`src/rtl/idrom_pkg.sv`:
```
package idrom_pkg;
  typedef enum logic [1:0] {
    ST_IDLE,
    ST_FETCH,
    ST_ACK
  } port_state_e;

  localparam logic [7:0] SPI_READ_OP = 8'h03;
  localparam int         SPI_ADDR_W  = 16;
  localparam int         SPI_FRAME   = 32;
endpackage

```
`src/rtl/idrom_decode.sv`:
```
module idrom_decode #(
  parameter int             AW   = 16,
  parameter logic [AW-1:0]  BASE = 16'hF000
) (
  input  logic [AW-1:0] addr,
  output logic          hit_data,
  output logic          hit_clr
);
  localparam logic [AW-1:0] CLR_ADDR = BASE + AW'(2);

  always_comb begin
    hit_data = (addr == BASE);
    hit_clr  = (addr == CLR_ADDR);
  end
endmodule

```
`src/rtl/idrom_ptr.sv`:
```
module idrom_ptr #(
  parameter int PTR_W = 10
) (
  input  logic             clk,
  input  logic             rst,
  input  logic             clr,
  input  logic             inc,
  output logic [PTR_W-1:0] ptr
);
  always_ff @(posedge clk) begin
    if (rst || clr) ptr <= '0;
    else if (inc)   ptr <= ptr + PTR_W'(1);
  end

  AST_PTR_CLEAR: assert property (@(posedge clk) disable iff (rst)
    clr |=> (ptr == '0));
  AST_PTR_STEP: assert property (@(posedge clk) disable iff (rst)
    (inc && !clr) |=> (ptr == $past(ptr) + PTR_W'(1)));
  AST_PTR_HOLD: assert property (@(posedge clk) disable iff (rst)
    (!inc && !clr) |=> $stable(ptr));
endmodule

```
`src/rtl/idrom_spi.sv`:
```
module idrom_spi
  import idrom_pkg::*;
#(
  parameter int CLK_DIV = 2
) (
  input  logic                  clk,
  input  logic                  rst,
  input  logic                  start,
  input  logic [SPI_ADDR_W-1:0] addr,
  input  logic                  miso,
  output logic                  sclk,
  output logic                  cs_n,
  output logic                  mosi,
  output logic [7:0]            rx_byte,
  output logic                  done
);
  localparam int DIV_W  = $clog2(CLK_DIV) + 1;
  localparam int HDR_W  = 8 + SPI_ADDR_W;
  localparam int CNT_W  = $clog2(SPI_FRAME);

  logic [HDR_W-1:0] hdr;
  logic [CNT_W-1:0] bitcnt;
  logic [DIV_W-1:0] div;
  logic             busy;

  assign mosi = hdr[HDR_W-1];

  always_ff @(posedge clk) begin
    if (rst) begin
      busy    <= 1'b0;
      cs_n    <= 1'b1;
      sclk    <= 1'b0;
      hdr     <= '0;
      bitcnt  <= '0;
      div     <= '0;
      rx_byte <= '0;
      done    <= 1'b0;
    end else begin
      done <= 1'b0;
      if (!busy) begin
        if (start) begin
          busy   <= 1'b1;
          cs_n   <= 1'b0;
          sclk   <= 1'b0;
          hdr    <= {SPI_READ_OP, addr};
          bitcnt <= '0;
          div    <= '0;
        end
      end else if (div == DIV_W'(CLK_DIV - 1)) begin
        div <= '0;
        if (!sclk) begin
          sclk <= 1'b1;
          if (bitcnt >= CNT_W'(HDR_W)) rx_byte <= {rx_byte[6:0], miso};
        end else begin
          sclk <= 1'b0;
          hdr  <= {hdr[HDR_W-2:0], 1'b0};
          if (bitcnt == CNT_W'(SPI_FRAME - 1)) begin
            busy <= 1'b0;
            cs_n <= 1'b1;
            done <= 1'b1;
          end else begin
            bitcnt <= bitcnt + CNT_W'(1);
          end
        end
      end else begin
        div <= div + DIV_W'(1);
      end
    end
  end

  AST_SCLK_IDLE_LOW: assert property (@(posedge clk) disable iff (rst)
    cs_n |-> !sclk);
  AST_CS_RISE_DONE: assert property (@(posedge clk) disable iff (rst)
    $rose(cs_n) |-> done);
  AST_START_WHEN_FREE: assert property (@(posedge clk) disable iff (rst)
    start |-> !busy);
endmodule

```
`src/rtl/idrom_port.sv`:
```
module idrom_port
  import idrom_pkg::*;
#(
  parameter int            AW      = 16,
  parameter logic [AW-1:0] BASE    = 16'hF000,
  parameter int            PTR_W   = 10,
  parameter int            CLK_DIV = 2
) (
  input  logic          clk,
  input  logic          rst,
  input  logic          bus_req,
  input  logic          bus_we,
  input  logic [AW-1:0] bus_addr,
  output logic [7:0]    bus_rdata,
  output logic          bus_ack,
  output logic          spi_cs_n,
  output logic          spi_sclk,
  output logic          spi_mosi,
  input  logic          spi_miso
);
  localparam int PAD_W = SPI_ADDR_W - PTR_W;

  port_state_e      state;
  logic             hit_data, hit_clr;
  logic             take, fetch_go, ptr_clr, ptr_inc;
  logic [PTR_W-1:0] ptr;
  logic [7:0]       spi_byte;
  logic             spi_done;

  idrom_decode #(.AW(AW), .BASE(BASE)) u_dec (
    .addr(bus_addr), .hit_data(hit_data), .hit_clr(hit_clr)
  );

  always_comb begin
    take     = (state == ST_IDLE) && bus_req && (hit_data || hit_clr);
    fetch_go = take && hit_data && !bus_we;
    ptr_clr  = take && hit_clr && bus_we;
    ptr_inc  = (state == ST_FETCH) && spi_done;
  end

  idrom_ptr #(.PTR_W(PTR_W)) u_ptr (
    .clk(clk), .rst(rst), .clr(ptr_clr), .inc(ptr_inc), .ptr(ptr)
  );

  idrom_spi #(.CLK_DIV(CLK_DIV)) u_spi (
    .clk(clk), .rst(rst), .start(fetch_go),
    .addr({{PAD_W{1'b0}}, ptr}), .miso(spi_miso),
    .sclk(spi_sclk), .cs_n(spi_cs_n), .mosi(spi_mosi),
    .rx_byte(spi_byte), .done(spi_done)
  );

  always_ff @(posedge clk) begin
    if (rst) begin
      state     <= ST_IDLE;
      bus_rdata <= '0;
    end else begin
      unique case (state)
        ST_IDLE: begin
          if (fetch_go) begin
            state <= ST_FETCH;
          end else if (take) begin
            state <= ST_ACK;
            if (!bus_we) bus_rdata <= '0;
          end
        end
        ST_FETCH: begin
          if (spi_done) begin
            bus_rdata <= spi_byte;
            state     <= ST_ACK;
          end
        end
        default: state <= ST_IDLE;
      endcase
    end
  end

  assign bus_ack = (state == ST_ACK);

  AST_ACK_SINGLE: assert property (@(posedge clk) disable iff (rst)
    bus_ack |=> !bus_ack);
  AST_FETCH_ACK_AFTER_SPI: assert property (@(posedge clk) disable iff (rst)
    (state == ST_FETCH && spi_done) |=> (bus_ack && spi_cs_n));
  AST_IDLE_NO_SPI: assert property (@(posedge clk) disable iff (rst)
    (state == ST_IDLE) |-> spi_cs_n);
  AST_FETCH_NOT_ACKED: assert property (@(posedge clk) disable iff (rst)
    (state == ST_FETCH) |-> !bus_ack);
endmodule

```
`config.mk`:
```
export PLATFORM = sky130hd
export DESIGN_NAME = idrom_port
export DESIGN_NICKNAME = d
export VERILOG_FILES = /design/src/rtl/idrom_pkg.sv /design/src/rtl/idrom_decode.sv /design/src/rtl/idrom_ptr.sv /design/src/rtl/idrom_spi.sv /design/src/rtl/idrom_port.sv
export SDC_FILE = /design/constraint.sdc
export NUM_CORES = 1
export LEC_CHECK = 0
export BUFFER_PORTS_ARGS = -buffer_cell sky130_fd_sc_hd__clkbuf_2
export CAP_MARGIN = 20
export CORE_UTILIZATION = 52
export DETAILED_ROUTE_END_ITERATION = 10
export PLACE_DENSITY = 0.75
export SLEW_MARGIN = 20
export SYNTH_ARGS = -nofsm -noshare
export SYNTH_HDL_FRONTEND = slang
export SYNTH_SLANG_ARGS = --single-unit
export TNS_END_PERCENT = 10
```
`constraint.sdc`:
```
create_clock -name clk -period 2.2 [get_ports clk]
set_clock_uncertainty 0.05 [all_clocks]
set_input_delay 0.44 -clock clk [delete_from_list [all_inputs] [get_ports clk]]
set_output_delay 0.44 -clock clk [all_outputs]
set_load 0.03 [all_outputs]
```
=== After elaboration in Yosys (flattened, before gate mapping) ===
Index checks and enable logic that the tools add are counted.

* Register bits after elaboration: 63
* Word-level logic and storage cells: 89

* Add/sub/neg operators: 3
* Magnitude comparators: 1
* Equal/unequal tests: 15
* Mux-type cells: 35
* Bitwise logic cells: 3
* Reduce and logical (&&, ||, !) cells: 21

{| class="wikitable"
|+ Operator list
! operator !! number
|-
| $mux 24 || 4
|-
| $eq 16x16->1 const B || 2
|-
| $mux 8 || 4
|-
| $mux 5 || 5
|-
| $pmux 8 s2 || 1
|-
| $mux 1 || 14
|-
| $mux 2 || 6
|-
| $ne 2x2->1 const B || 6
|-
| $reduce_and 4->1 || 3
|-
| $add 10x1->10 const B || 1
|-
| $logic_and 1x1->1 || 7
|-
| $add 5x1->5 const B || 1
|-
| $eq 5x5->1 const B || 1
|-
| $ge 5x5->1 const B || 1
|-
| $reduce_and 5->1 || 1
|-
| $eq 2x1->1 const B || 2
|-
| $ne 2x1->1 const B || 2
|-
| $pmux 2 s2 || 1
|-
| $reduce_and 2->1 || 2
|-
| $reduce_bool 2->1 || 2
|-
| $reduce_or 4->1 || 1
|-
| $ne 3x3->1 const B || 1
|-
| $not 1->1 || 3
|-
| $reduce_and 3->1 || 1
|-
| 5 further kinds || 6
|}

=== Longest topological paths before layout ===
* Word-level depth: 7
* Depth in mapped cells: 8
* Mapped depth without buffers: 7

=== By module ===
Synthesis repeated with hierarchy kept, for this count alone.

* Cell total of the unflattened synthesis: 308
* Area, all modules: 2869.0 µm²

{| class="wikitable"
|+ By module, submodules not included
! module !! instances !! cells each !! area an instance (µm²) !! seq. area each (µm²)
|-
| idrom_spi || 1 || 201 || 1868.0 || 860.8
|-
| idrom_port || 1 || 52 || 498.0 || 200.2
|-
| idrom_ptr || 1 || 48 || 444.2 || 200.2
|-
| idrom_decode || 1 || 7 || 58.8 || 0.0
|}

=== Worst setup path after synthesis ===
OpenSTA, ideal clock, no wires.

* Path type: input to register
* Start point: input bus_addr[0]
* End point: register u_spi.hdr[3]
* Arrival time: 1.931 ns
* Path slack: 0.085 ns
* Stages: 6
* Path through: or4_1 or4_1 buf_2 o21ai_4 buf_6 a211oi_1

* Cells in the longest elaborated chain, start to end: 7

{| class="wikitable"
|+ Ends and longest elaborated chain
! what !! RTL line !! source
|-
| start, declared || idrom_port.sv:13 || <nowiki>input logic [AW-1:0] bus_addr,</nowiki>
|-
| $eq 16x16->1 (on tied branches) || idrom_decode.sv:12, idrom_decode.sv:13 ||
|-
| $logic_or 1x1->1 || idrom_port.sv:35 || <nowiki>take = (state == ST_IDLE) && bus_req && (hit_data || hit_clr);</nowiki>
|-
| $logic_and 1x1->1 || idrom_port.sv:35 ||
|-
| $logic_and 1x1->1 * (2 in a row) || idrom_port.sv:36 || <nowiki>fetch_go = take && hit_data && !bus_we;</nowiki>
|-
| $reduce_bool 2->1 (no line) * || n/a ||
|-
| $reduce_and 3->1 (no line) * || n/a ||
|-
| end signal, assigned || idrom_spi.sv:45 || <nowiki>hdr <= {SPI_READ_OP, addr};</nowiki>
|-
| end signal, assigned || idrom_spi.sv:56 || <nowiki>hdr <= {hdr[HDR_W-2:0], 1'b0};</nowiki>
|-
| end, declared || idrom_spi.sv:21 || <nowiki>logic [HDR_W-1:0] hdr;</nowiki>
|}

Every way passes the cells marked *; elsewhere a longest branch is shown, timed or not.
A chain may end at the register's enable or synchronous reset.

=== Worst setup path after layout ===
* Start point: register u_spi.bitcnt[0]
* End point: register u_spi.bitcnt[3]

* Cells in the longest elaborated chain, start to end: 5

{| class="wikitable"
|+ Ends and longest elaborated chain
! what !! RTL line !! source
|-
| start, declared || idrom_spi.sv:22 || <nowiki>logic [CNT_W-1:0] bitcnt;</nowiki>
|-
| start signal, assigned || idrom_spi.sv:62 || <nowiki>bitcnt <= bitcnt + CNT_W'(1);</nowiki>
|-
| $add 5x1->5 || idrom_spi.sv:62 ||
|-
| $mux 5 || idrom_spi.sv:57 || <nowiki>if (bitcnt == CNT_W'(SPI_FRAME - 1)) begin</nowiki>
|-
| $mux 5 || idrom_spi.sv:51 || <nowiki>if (!sclk) begin</nowiki>
|-
| $mux 5 || idrom_spi.sv:49 || <nowiki>end else if (div == DIV_W'(CLK_DIV - 1)) begin</nowiki>
|-
| $mux 5 || idrom_spi.sv:40 || <nowiki>if (!busy) begin</nowiki>
|}

Several ways; a longest one is shown, not always the timed one. The select of a mux whose other input is x is not followed.

==> flow_metrics.py <==
metrics = {
    "setup_path": {
        "r2r_start": "u_spi.bitcnt[0]",
        "criticalPathCategory": "reg -> reg",
        "r2r-end": "u_spi.bitcnt[3]",
        "reg2reg_slack_ns": 0.14,
        "cp.required_ns": 2.42,
        "cp-start-kind": "flip-flop",
        "arrival_ns": 2.28,
        "path_max_fanout": 5,
        "cp-end-kind": "flip-flop",
        "reg2reg_depth": 6,
    },
    "synthesis": {
        "syn_area_mm2": 0.00286,
        "yosys_warnings": 0,
        "yosys.area_share.simple": 0.203,
        "synth_area_leader_cell": "dfxtp_1",
        "ys_seq_area_frac": 0.442,
        "synth-seq-cells": 63,
        "syn_inst": 315,
        "synth_ff_type": "dfxtp_1",
        "synthAdderAreaFrac": 0.0131,
        "syn_avg_cell_area_um2": 9.06,
        "synth_top_family_by_area": "compound AO/OA/AOI/OAI gates",
        "synth_xor_area_frac": 0.0245,
        "synthArstFlopShare": 0,
        "ys_types": 46,
        "synthMuxAreaShare": 0.0631,
        "synth.top_cell.area_share": 0.442,
        "synth_compound_area_frac": 0.209,
        "ys_top_cells_by_area": "dfxtp_1 44%, mux2i_1 6.3%, a21oi_1 5.1%",
        "syn_nets": 339,
        "synth_edf_count": 0,
    },
    "sta": {
        "setup_tns_ns": 0,
        "final-setup-viol-count": 0,
        "relSlewSlack": 0.664,
        "maxSlewViolCount": 0,
        "finalCriticalPeriod_ns": 2.06,
        "worstMarginPinSlew_ns": 0.500,
        "rsz0062_at_grt": "no",
        "max_freq_ghz": 0.485,
        "fin_ws_ns": 0.138,
        "fin_crit_sh": 0.937,
        "finalHoldViolations": 0,
    },
    "routing": {
        "via_per_inst": 5.82,
        "drt-total-wl_um": 6380,
        "drt_first_pass_iters": 4,
        "routedWlPerCell_um": 14.9,
        "drt_first_iter_violations": 167,
        "dr_total_vias": 2495,
        "drcViolationCount": 0,
        "drt.antenna.violating_nets": 0,
    },
    "grt": {
        "antenna_found_initial": 0,
        "grt_pass1_wl_um": 10600,
        "overflow": 0,
        "grt_usage": 0.230,
        "grt_max_degree": 32,
        "grt_pass1_vias": 2343,
    },
    "cells_and_area": {
        "postLayoutCellArea_mm2": 0.00336,
        "layout_commonest_cell": "dfxtp_1",
        "final_nets": 379,
        "drive_gt1_frac": 0.201,
        "diodes": 0,
        "finalNonFillerCells": 429,
        "area_growth_pct": 17.7,
        "final_cell_mix": "63 x dfxtp_1, 32 x clkbuf_2, 29 x a21oi_1, 29 x nand2_1, 20 x buf_4",
        "fin_util": 0.646,
    },
    "clock_network": {
        "path_clk_slew_ns": 0.07,
        "cts.path.max_buffers": 2,
        "cts_max_level": 3,
        "root_buffer": "clkbuf_8",
        "cts-resized-gates": 0,
        "cts_hold_buffers": 0,
        "cts_tree": "built",
        "cts_sinks": 63,
        "cts_setup_buffers": 0,
        "clk_latency_ns": 0.35,
        "numCtsBuffers": 9,
    },
    "floorplan": {
        "dieHeight_um": 76.1,
        "core-area_mm2": 0.00520,
        "num_io_pins": 33,
        "rows": 26,
        "die_area_mm2": 0.00579,
        "die_w_um": 76.1,
        "start_util": 0.549,
    },
    "job": {
        "drv_cap": 0,
    },
    "placed_design": {
        "place_inst": 414,
        "gp_congestion": 0.813,
        "port_buffers": 32,
        "place_hpwl_um": 4210,
        "dpl-instance-area_mm2": 0.00316,
        "place_ws_ns": -0.0669,
    },
    "worst_hold_path": {
        "hold_path.class": "in -> reg",
        "hold-path-endpoint": "u_spi.rx_byte[0]",
        "worstHoldStart": "spi_miso",
        "hold_depth": 3,
    },
    "pwr": {
        "p_leak_uw": 0.00123,
        "p_per_area_mw_per_mm2": 659,
        "vdd_drop_max_uv": 383,
    },
    "outcome": {
        "status": "finished, final reports clean",
    },
}
## synthesized netlist by cell type, types with 2 or more instances
master    number
nand2b_1       3
inv_1          4
and3_1         5
ha_1           3
a21oi_1       29
nand3b_1       6
xor2_1         3
nand2_1       29
buf_6          2
a41o_1        10
buf_1          2
nor2_1        17
nor2b_1        2
nand3_1       18
buf_2          3
o22ai_1        2
dfxtp_1       63
nand4b_1       4
nor3_1         7
clkbuf_1      17
o21ai_0        5
o211ai_1      14
and4b_1        2
and4_1         2
or4_1          2
o311a_1        2
a211oi_1      19
xnor2_1        5
mux2i_1       18
## final cells by class
class / instances / area (um^2)
Multi-Input combinational cell: 223 / 1470
Sequential cell: 63 / 1260
Tap cell: 70 / 87.6
Inverter: 5 / 18.8
Clock buffer: 12 / 155
Clock inverter: 3 / 42.5
Fill cell: 446 / 1840
Timing Repair Buffer: 53 / 330
## cells by family (layout without fill, tap and decap cells)
family	after synthesis	in the layout
multiplexers	18	18
buffers and inverters	29	73
flip-flops	63	63
AND/OR/NAND/NOR	108	108
XOR/XNOR	8	8
adder cells (fa/ha/maj)	3	3
AO/OA/AOI/OAI	86	86
## power breakdown
| part | leakage (uW) | total (uW) | switching (uW) | internal [uW] |
|---|---|---|---|---|
| Combinational | 0.000628 | 56.3 | 33.3 | 23.0 |
| Clock | 0.0000985 | 1020 | 443 | 577 |
| Sequential | 0.000507 | 1140 | 0.00167 | 1140 |
## metal layers
metal	vias up	global-route usage	share of wire
met1	1168	0.300	0.49
met4	0	0.138	0.021
met5	-	0	0
met3	14	0.0419	0.042
met2	57	0.356	0.44
li1	1256	-	-
## critical path: stages (launching register included)
cell,delay [ns]
dfxtp_1,0.35
ha_1,0.22
and3_1,0.18
ha_1,0.18
nand4b_1,0.20
or4b_2,0.62
a31oi_1,0.18
## worst max-delay path by stage
stage	cells past startpoint	to	startpoint	slack, ns
floorplan	6	u_spi.hdr[3]	bus_addr[0]	0.09
CTS	6	u_spi.bitcnt[3]	u_spi.bitcnt[0]	0.15
global route	6	u_spi.bitcnt[3]	u_spi.bitcnt[0]	0.07
finish	6	u_spi.bitcnt[3]	u_spi.bitcnt[0]	0.14
global placement	6	u_spi.hdr[17]	bus_addr[0]	-0.05
detailed placement	6	u_spi.bitcnt[3]	bus_addr[0]	-0.07
## sequential cells by signal, indices dropped and copies added, names as in the netlist
signal	count
bus_rdata	8
state	2
u_ptr.ptr	10
u_spi.bitcnt	5
u_spi.busy	1
u_spi.cs_n	1
u_spi.div	2
u_spi.done	1
u_spi.hdr	24
u_spi.rx_byte	8
u_spi.sclk	1
## through the flow
| step | total power [uW] | hold slack [ns] |
|---|---|---|
| 3_3_place_gp | 1220 | 0.388 |
| 5_1_grt | 2280 | 0.322 |
| 2_1_floorplan | 1190 | 0.367 |
| 3_5_place_dp | 1220 | 0.390 |
| 6_report | 2220 | 0.277 |
| 4_1_cts | 2230 | 0.276 |
Note: power is estimated with default switching activity, not from simulation.
